--- config.mk ---
export PLATFORM = sky130hd
export DESIGN_NAME = movein_ctrl
export DESIGN_NICKNAME = d
export VERILOG_FILES = /design/src/rtl/movein_pkg.sv /design/src/rtl/movein_inhibit_tbl.sv /design/src/rtl/movein_burst.sv /design/src/rtl/movein_ctrl.sv
export SDC_FILE = /design/constraint.sdc
export NUM_CORES = 1
export LEC_CHECK = 0
export BUFFER_PORTS_ARGS = -buffer_cell sky130_fd_sc_hd__clkbuf_2
export CAP_MARGIN = 20
export CORE_ASPECT_RATIO = 1.75
export CORE_MARGIN = 2
export CORE_UTILIZATION = 60
export DETAILED_ROUTE_END_ITERATION = 8
export GPL_ROUTABILITY_DRIVEN = 0
export PLACE_DENSITY_LB_ADDON = 0.1
export SLEW_MARGIN = 20
export SYNTH_ARGS = -nofsm -noshare
export SYNTH_HDL_FRONTEND = slang
export SYNTH_SLANG_ARGS = --single-unit
--- constraint.sdc ---
create_clock -name clk_i -period 2.97 [get_ports clk_i]
set_input_delay 0.4455 -clock clk_i [delete_from_list [all_inputs] [get_ports clk_i]]
set_output_delay 0.4455 -clock clk_i [all_outputs]
set_load 0.01 [all_outputs]
--- src/rtl/movein_pkg.sv ---
package movein_pkg;
  typedef enum logic {
    REF_DATA  = 1'b0,
    REF_INSTR = 1'b1
  } ref_kind_e;
endpackage

--- src/rtl/movein_inhibit_tbl.sv ---
module movein_inhibit_tbl #(
  parameter int PAGE_W = 20,
  parameter int DEPTH  = 4
) (
  input  logic              clk_i,
  input  logic              rst_ni,
  input  logic              set_i,
  input  logic [PAGE_W-1:0] set_page_i,
  input  logic              clr_i,
  input  logic [PAGE_W-1:0] clr_page_i,
  input  logic [PAGE_W-1:0] probe_page_i,
  output logic              hit_o
);
  localparam int PTR_W = (DEPTH > 1) ? $clog2(DEPTH) : 1;

  logic [PAGE_W-1:0] page_q [DEPTH];
  logic [DEPTH-1:0]  vld_q;
  logic [DEPTH-1:0]  match;
  logic [PTR_W-1:0]  ptr_q;

  for (genvar g = 0; g < DEPTH; g++) begin : g_cmp
    assign match[g] = vld_q[g] && (page_q[g] == probe_page_i);
  end
  assign hit_o = |match;

  always_ff @(posedge clk_i or negedge rst_ni) begin
    if (!rst_ni) begin
      vld_q <= '0;
      ptr_q <= '0;
      for (int i = 0; i < DEPTH; i++) page_q[i] <= '0;
    end else begin
      if (clr_i) begin
        for (int i = 0; i < DEPTH; i++)
          if (page_q[i] == clr_page_i) vld_q[i] <= 1'b0;
      end
      // set after clear: an inhibit in the same cycle wins
      if (set_i) begin
        page_q[ptr_q] <= set_page_i;
        vld_q[ptr_q]  <= 1'b1;
        ptr_q <= (ptr_q == PTR_W'(DEPTH - 1)) ? '0 : ptr_q + 1'b1;
      end
    end
  end
endmodule

--- src/rtl/movein_burst.sv ---
module movein_burst #(
  parameter int LIDX_W   = 26,
  parameter int LPP_BITS = 6
) (
  input  logic              clk_i,
  input  logic              rst_ni,
  input  logic              start_i,
  input  logic [LIDX_W-1:0] start_line_i,
  input  logic              two_pages_i,
  input  logic              skip_i,
  input  logic              adv_i,
  output logic              busy_o,
  output logic [LIDX_W-1:0] line_o
);
  localparam logic [LIDX_W-1:0] SPAN1_M1 = LIDX_W'((1 << LPP_BITS) - 1);
  localparam logic [LIDX_W-1:0] SPAN2_M1 = LIDX_W'((2 << LPP_BITS) - 1);

  logic [LIDX_W-1:0] cur_q, last_q, base;
  logic              busy_q;

  assign base   = {start_line_i[LIDX_W-1:LPP_BITS], {LPP_BITS{1'b0}}};
  assign busy_o = busy_q;
  assign line_o = cur_q;

  always_ff @(posedge clk_i or negedge rst_ni) begin
    if (!rst_ni) begin
      busy_q <= 1'b0;
      cur_q  <= '0;
      last_q <= '0;
    end else if (start_i) begin
      busy_q <= 1'b1;
      cur_q  <= base;
      last_q <= base + (two_pages_i ? SPAN2_M1 : SPAN1_M1);
    end else if (busy_q) begin
      if (skip_i) begin
        if (cur_q[LIDX_W-1:LPP_BITS] != last_q[LIDX_W-1:LPP_BITS])
          cur_q <= {last_q[LIDX_W-1:LPP_BITS], {LPP_BITS{1'b0}}};
        else
          busy_q <= 1'b0;
      end else if (adv_i) begin
        if (cur_q == last_q) busy_q <= 1'b0;
        else                 cur_q  <= cur_q + 1'b1;
      end
    end
  end
endmodule

--- src/rtl/movein_ctrl.sv ---
module movein_ctrl #(
  parameter int ADDR_W    = 32,
  parameter int PAGE_BITS = 12,
  parameter int LINE_BITS = 6,
  parameter int INH_DEPTH = 4
) (
  input  logic                        clk_i,
  input  logic                        rst_ni,
  input  logic                        ref_valid_i,
  input  logic [ADDR_W-1:0]           ref_addr_i,
  input  logic                        ref_instr_i,
  input  logic                        ref_spec_i,
  input  logic                        tlb_hit_i,
  input  logic                        tlb_uncache_i,
  input  logic                        xlate_en_i,
  input  logic                        inh_valid_i,
  input  logic [ADDR_W-PAGE_BITS-1:0] inh_page_i,
  output logic                        fetch_valid_o,
  input  logic                        fetch_ready_i,
  output logic [ADDR_W-1:0]           fetch_addr_o
);
  import movein_pkg::*;

  localparam int PAGE_W   = ADDR_W - PAGE_BITS;
  localparam int LIDX_W   = ADDR_W - LINE_BITS;
  localparam int LPP_BITS = PAGE_BITS - LINE_BITS;

  ref_kind_e         kind;
  logic              ref_ok, burst_busy, inh_hit, fire;
  logic [LIDX_W-1:0] cur_line;
  logic [PAGE_W-1:0] cur_page, ref_page;

  assign kind     = ref_kind_e'(ref_instr_i);
  assign ref_page = ref_addr_i[ADDR_W-1:PAGE_BITS];
  // speculative move-in needs a cacheable translation with translation enabled
  assign ref_ok   = ref_valid_i &&
                    (!ref_spec_i || (tlb_hit_i && !tlb_uncache_i && xlate_en_i));
  assign cur_page = cur_line[LIDX_W-1:LPP_BITS];

  movein_inhibit_tbl #(
    .PAGE_W(PAGE_W),
    .DEPTH (INH_DEPTH)
  ) i_tbl (
    .clk_i       (clk_i),
    .rst_ni      (rst_ni),
    .set_i       (inh_valid_i),
    .set_page_i  (inh_page_i),
    .clr_i       (ref_ok),
    .clr_page_i  (ref_page),
    .probe_page_i(cur_page),
    .hit_o       (inh_hit)
  );

  movein_burst #(
    .LIDX_W  (LIDX_W),
    .LPP_BITS(LPP_BITS)
  ) i_burst (
    .clk_i       (clk_i),
    .rst_ni      (rst_ni),
    .start_i     (ref_ok),
    .start_line_i(ref_addr_i[ADDR_W-1:LINE_BITS]),
    .two_pages_i (kind == REF_INSTR),
    .skip_i      (inh_hit),
    .adv_i       (fire),
    .busy_o      (burst_busy),
    .line_o      (cur_line)
  );

  assign fetch_valid_o = burst_busy && !inh_hit;
  assign fire          = fetch_valid_o && fetch_ready_i;
  assign fetch_addr_o  = {cur_line, {LINE_BITS{1'b0}}};
endmodule

==> key figures, run 1 <==
Yosys
  – Area leader, netlist: dfrtp_1
  – Post-synth cell types: 49
  – Post-synth top area share: 39.38%
  – Largest cells by area after synthesis: dfrtp_1 (39%), xor2_1 (16%), mux2_2 (11%), xnor2_1 (5.7%), nand2_1 (3.4%)
  – Syn. warnings: 0
  – Ys flop type: dfrtp_1
  – Syn_area_per_cell: 10.31 sq um
  – Seq cells post-synth: 134
  – Syn Inst Count: between 800 and 900
  – Seq/Total Area, Yosys: between 30% and 40%
  – Synthesized area: 8514 sq um
  – FFs w/ async S/R, synth: 100.0%
  – EDFF count, synth: 0

Timing
  – Skew final: 0.01210 ns
  – FMAX: approximately 340 MHz
  – Count of final max-slew check failures: 0
  – Hold Vio Cnt, Final: 0
  – Worst Max-Slew Pin Slew: 0.8771 ns
  – Unrepaired setup endpoints after global routing: false
  – Final min period: 2.935 ns
  – Max_slew headroom: 41.39%
  – Setup-failing EPs final: 0
  – Final period utilization: 98.83%
  – Final worst slack: around 0.035 ns
  – Setup TNS: 0 ns

Finish
  – Fin cells: 1076
  – Fillers: 1087
  – Layout cells sized above 1: 26.36%
  – # diodes: 0
  – Most frequent cells in the layout: xor2_1 (160), dfrtp_1 (132), mux2_2 (82)
  – Nets: around 960
  – Final core utilization: 69.28%
  – Final Cell Area: about 9600 sq um
  – Sequential cell area: 3356 sq um
  – Commonest non-fill, non-tap cell in the layout: xor2_1
  – Multi-input gate area: 4807 sq um
  – Area Overhead vs Synth: 13.17%

Run
  – Max_cap viols: 0

Global route
  – Vias in the first global route: 6803
  – Met3 Use GR: 4.618%
  – First-pass GRT wire length: 38190 microns
  – Busiest layer in global routing: met2
  – All-Layer GR Usage: between 30% and 40%
  – Initial antenna violation count: 0
  – Remaining Overflow, GRT: 0
  – Routing usage on met2: 58.41%
  – Global Route met1 Usage: 38.41%
  – Largest net degree at the start of global routing: 61

Drt
  – Vias per cell: 6.125
  – Vias: between 6000 and 7000
  – Initial DRC Count: 449
  – Per-cell routed wire length: 23.18 microns
  – Post-Route WL: 24950 microns
  – Post-route ant nets: 0
  – DRT Pass-1 Iters: 7
  – DRC errors left: 0

Pwr
  – Sw Ratio: 39.00%
  – Switching power: around 3.4 mW
  – P_leak: 4.267 nW
  – VDD IR-drop max: 658.9 uV
  – Comb power frac: 34.9%
  – Pwr dens: 891.9 nW/um^2
  – Power Internal: approximately 5.2 mW
  – Clock Power Share: 24.9%
  – Sequential power share: 40.2%

Hold path
  – Hold Crit Class: input port to flip-flop
  – Worst Hold Launch: inh_page_i[17]
  – Hold endpoint: i_tbl.page_q[77]
  – Hold depth: 2

Die
  – Width of the die: 94.05 microns
  – Core footprint: 13910 sq um
  – # IOs: 95
  – Initial Util: 61.22%
  – Die ar.: roughly 15000 sq um
  – Standard-cell rows: 57
  – Die Span Y: 161.6 microns

Worst setup path
  – Crit path launch type: flip-flop
  – FF-to-FF Start: i_burst.line_o[16]
  – Kind of critical path: flip-flop to output port
  – CP max FO: 5
  – FF-to-FF End: i_burst.line_o[18]
  – R2R depth: 10
  – CP required: between 2 and 3 ns
  – Worst R2R Setup Slack: about 0.13 ns
  – CP Capture Type: output port
  – Worst Path Arrival: between 2 and 2.5 ns

Place
  – DP HPWL: 18490 microns
  – PortBufs: between 70 and 80
  – Placed cell count: about 1000
  – DP Area: 8987 sq um
  – Place WS: 0.2385 ns

Clocking
  – Num CTS Buffers: 17
  – CTS HTree Levels: 4
  – Reg clk slew, reported paths: roughly 0.060 ns
  – Max clock buf depth: 2
  – Clock Root Buffer: clkbuf_16
  – TritonCTS clock tree: done
  – Clk sink count: between 100 and 150
  – Worst skew pair latency: 0.42 ns

Status
  – Outcome: completed
## what timing repair did
| item | in CTS | in global routing |
|---|---|---|
| resized for setup | 4 | 2 |
| pin swaps | 0 | 1 |
| hold buffers | 1 | 0 |
| hold endpoints to repair | 13 | 0 |
| setup endpoints to repair | 1 | 1 |
| buffers inserted | 0 | 1 |
## worst max path at each step
stage,start,endpoint,depth (start not counted)
2_1_floorplan,i_burst.line_o[8],fetch_valid_o,8
3_3_place_gp,i_burst.line_o[16],i_burst.line_o[17],9
3_5_place_dp,i_burst.line_o[16],i_burst.line_o[18],10
4_1_cts,i_burst.line_o[23],fetch_valid_o,7
5_1_grt,i_burst.line_o[24],fetch_valid_o,8
6_report,i_burst.line_o[16],fetch_valid_o,7
## through the flow
step / hold WS, ns / total power, mW
final: 0.3070 / 8.594
after global routing: 0.3150 / 8.948
after CTS: 0.2972 / 8.506
after detailed placement: 0.4296 / 6.306
after global placement: 0.4304 / 6.184
after floorplan: 0.1499 / 5.248
## kinds of logic after synthesis
family | count (synthesis) | synth area share (%)
adder cells (fa/ha/maj) | 7 | 1.029
multiplexers | 115 | 15.22
other | 1 | 0.04404
buffers and inverters | 76 | 4.688
XOR/XNOR | 215 | 22.12
AND/OR/NAND/NOR | 205 | 12.37
flip-flops | 134 | 39.38
AO/OA/AOI/OAI | 73 | 5.143
## registers in the layout, indices dropped and copies added, names as in the netlist
| name | cells |
|---|---|
| i_tbl.page_q | 80 |
| i_burst.line_o | 26 |
| i_burst.last_q | 21 |
| i_tbl.vld_q | 4 |
| i_tbl.ptr_q | 2 |
| i_burst.busy_o | 1 |
## Yosys cell counts (3+ instances only)
master,number
nor4_1,35
nor2b_1,3
nand3_1,23
ha_1,7
nor2_1,9
nand3b_1,3
inv_1,6
mux2i_1,17
dfrtp_1,134
nand2_1,77
a21oi_1,9
mux2_4,6
mux2_1,10
clkbuf_1,35
and3_1,11
o21ai_1,16
xor2_1,160
buf_2,13
mux2_2,82
buf_4,14
o21ai_0,28
xnor2_1,55
nand4_1,22
buf_6,6
nor3_1,9
o211ai_1,3
o31ai_1,4
## worst max-delay path, cell delays in order, from the launching register on
cell      delay, ns
dfrtp_1        0.51
xor2_1         0.24
nor4_1         0.50
nand4_1        0.17
o22ai_2        0.28
or2_4          0.21
nor2_1         0.04
clkbuf_2       0.12
## area by class of cell
cell class                      instances  share of cell area, %
Clock buffer                           20                  4.740
Clock inverter                         12                  1.506
Inverter                                6                 0.2337
Multi-Input combinational cell        621                  49.89
Sequential cell                       134                  34.83
Tap cell                              177                  2.298
Timing Repair Buffer                  106                  6.506
## power by group through the flow
| stage | Clock, mW | Sequential (mW) | Combinational (mW) |
|---|---|---|---|
| after floorplan | 0 | 3.10 | 2.15 |
| after CTS | 2.16 | 3.43 | 2.91 |
| after global routing | 2.24 | 3.53 | 3.17 |
| after global placement | 0 | 3.40 | 2.78 |
| after detailed placement | 0 | 3.46 | 2.85 |
| final | 2.14 | 3.46 | 3.00 |
## layer usage
| metal | up-vias | wire (microns) |
|---|---|---|
| met5 | - | 0 |
| met4 | 0 | 1893 |
| met3 | 106 | 1236 |
| met2 | 277 | 12950 |
| met1 | 3251 | 8863 |
| li1 | 2957 | - |
Note: power is estimated with default switching activity, not from simulation.
==> inputs of run 2 (changes only) <==
==> constraint.sdc (replaced) <==
create_clock -name clk_i -period 2.97 [get_ports clk_i]
set_input_delay 0.297 -clock clk_i [delete_from_list [all_inputs] [get_ports clk_i]]
set_output_delay 0.297 -clock clk_i [all_outputs]
set_load 0.01 [all_outputs]
==> key figures, run 2 (synthesized netlist as in run 1, its figures left out) <==
Global route
  – Remaining Overflow, GRT: 0 (unchanged)
  – Largest net degree at the start of global routing: 75 (+23%)
  – Vias in the first global route: 6663 (-2.1%)
  – First-pass GRT wire length: 38190 microns (unchanged)
  – All-Layer GR Usage: 34.21% (+0.21 points)
  – Initial antenna violation count: 0 (unchanged)

Clocking
  – Max clock buf depth: 2 (unchanged)
  – CTS HTree Levels: 4 (unchanged)
  – Setup repair bufs after CTS: 0 (unchanged)
  – # resized after CTS: 0 (-4)
  – Num CTS Buffers: 17 (unchanged)
  – TritonCTS clock tree: done
  – Worst skew pair latency: 0.42 ns (about the same)
  – Clock Root Buffer: clkbuf_16
  – Reg clk slew, reported paths: 0.06 ns (about the same)
  – Hold_buf cts: 1 (unchanged)
  – Clk sink count: 134 (unchanged)

Status
  – Outcome: completed

Worst setup path
  – Worst R2R Setup Slack: 0.17 ns (+0.04 ns)
  – R2R depth: 9 (-1)
  – CP required: 2.67 ns (+0.15 ns)
  – CP max FO: 13 (+8)
  – Crit path launch type: flip-flop
  – Worst Path Arrival: 2.64 ns (+0.15 ns)
  – CP Capture Type: output port
  – Kind of critical path: flip-flop to output port

Pwr
  – VDD IR-drop max: 619.5 uV (-6.0%)
  – Power Internal: 5.330 mW (+1.7%)
  – Clock Power Share: 25.4% (+0.5 points)
  – Pwr dens: 896.6 nW/um^2 (+0.53%)
  – P_leak: 4.279 nW (+0.29%)
  – Sw Ratio: 38.26% (-0.74 points)
  – Sequential power share: 40.0% (-0.2 points)
  – Comb power frac: 34.6% (-0.3 points)
  – Switching power: 3.303 mW (-1.4%)

Timing
  – Final min period: 2.939 ns (+0.004082 ns)
  – Hold Worst Slack: 0.1556 ns (-0.1514 ns)
  – Count of final max-slew check failures: 0 (unchanged)
  – Max_slew headroom: 40.76% (-0.63 points)
  – Final period utilization: 98.97% (+0.14 points)
  – Setup TNS: 0 ns (unchanged)
  – Final worst slack: 0.03071 ns (-0.004082 ns)
  – Worst Max-Slew Pin Slew: 0.8865 ns (+0.009386 ns)
  – Setup-failing EPs final: 0 (unchanged)
  – Unrepaired setup endpoints after global routing: false
  – Skew final: 0.008746 ns (-0.003356 ns)
  – Hold Vio Cnt, Final: 0 (unchanged)
  – FMAX: 340.2 MHz (-0.14%)

Finish
  – Sequential cell area: 3353 sq um (about the same)
  – Nets: 956 (+0.10%)
  – Fin cells: 1076 (unchanged)
  – Most frequent cells in the layout: xor2_1 (160), dfrtp_1 (134), mux2_2 (82)
  – Layout cells sized above 1: 25.92% (-0.44 points)
  – Multi-input gate area: 4781 sq um (-0.55%)
  – Commonest non-fill, non-tap cell in the layout: xor2_1
  – Final Cell Area: 9628 sq um (about the same)
  – Fillers: 1070 (-1.6%)
  – # diodes: 0 (unchanged)
  – Largest register FFs: 80 (unchanged)
  – Area Overhead vs Synth: 13.08% (about the same)
  – Top reg by flops: i_tbl.page_q

Die
  – Die ar.: 15200 sq um (unchanged)
  – # IOs: 95 (unchanged)
  – Die Span Y: 161.6 microns (unchanged)
  – Initial Util: 61.22% (unchanged)
  – Width of the die: 94.05 microns (unchanged)
  – Core footprint: 13910 sq um (unchanged)
  – Standard-cell rows: 57 (unchanged)

Drt
  – Vias per cell: 6.178 (+0.86%)
  – Post-route ant nets: 0 (unchanged)
  – DRT Pass-1 Iters: 7 (unchanged)
  – Vias: 6648 (+0.86%)
  – DRC errors left: 0 (unchanged)
  – Post-Route WL: 24930 microns (about the same)
  – Initial DRC Count: 439 (-2.2%)
  – Per-cell routed wire length: 23.17 microns (about the same)

Place
  – PortBufs: 76 (unchanged)
  – DP HPWL: 18460 microns (-0.19%)
  – DP Area: 9002 sq um (+0.17%)
  – Place WS: 0.2583 ns (+0.01980 ns)
  – Placed cell count: 1044 (+0.19%)

Run
  – Max_cap viols: 0 (unchanged)

Hold path
  – Hold Crit Class: input port to flip-flop
  – Hold depth: 2 (unchanged)
## run 2: cell count changes in the layout (fill, tap and decap cells not counted), sizes merged
cell and delta:
buf +1, bufinv +1, clkinv -1, clkinvlp +1
inv -2
## run 2: stage by stage
step                      utilization (%)  power [mW]
after global routing                69.23       8.969
final                               69.23       8.633
after detailed placement            64.73       6.325
after floorplan                         -       5.248
after global placement              64.73       6.193
after CTS                           69.23       8.540
## run 2: final timing paths
| kind | from | end |
|---|---|---|
| setup / recovery | i_burst.line_o[16] | fetch_valid_o |
| hold / removal | inh_page_i[4] | i_tbl.page_q[44] |
| setup reg to reg | i_burst.line_o[16] | i_burst.line_o[13] |
| hold reg to reg | i_tbl.vld_q[1] | i_tbl.vld_q[1] |
| max in group asynchronous | rst_ni | i_tbl.page_q[76] |
| min in group asynchronous | rst_ni | i_burst.last_q[7] |
## run 2: routing by layer
metal,track usage (%),part of all wire [%],wire length (microns),vias up
li1,-,-,-,2948
met1,38.84,35,8811,3279
met2,59.84,52,13030,309
met3,4.897,5.8,1434,112
met4,20.22,6.6,1656,0
met5,0,0,0,-
## run 2: power by group through the flow
stage	Clock, mW	Combinational (mW)	Sequential [mW]
after detailed placement	0	2.88	3.45
after floorplan	0	2.15	3.10
after global placement	0	2.80	3.39
after global routing	2.29	3.15	3.53
final	2.19	2.99	3.46
after CTS	2.21	2.91	3.43
## run 2: layout make-up
cell class / instances / area share [%]
Clock buffer: 20 / 4.847
Tap cell: 177 / 2.300
Multi-Input combinational cell: 621 / 49.66
Timing Repair Buffer: 107 / 6.589
Sequential cell: 134 / 34.83
Inverter: 6 / 0.2339
Clock inverter: 11 / 1.546
## run 2: critical path, stage by stage (launching register included)
cell,delay [ns]
dfrtp_1,0.50
xor2_1,0.23
nor4_1,0.47
nand4_1,0.20
o22ai_2,0.34
or2_4,0.29
nor2_1,0.06
clkbuf_2,0.12
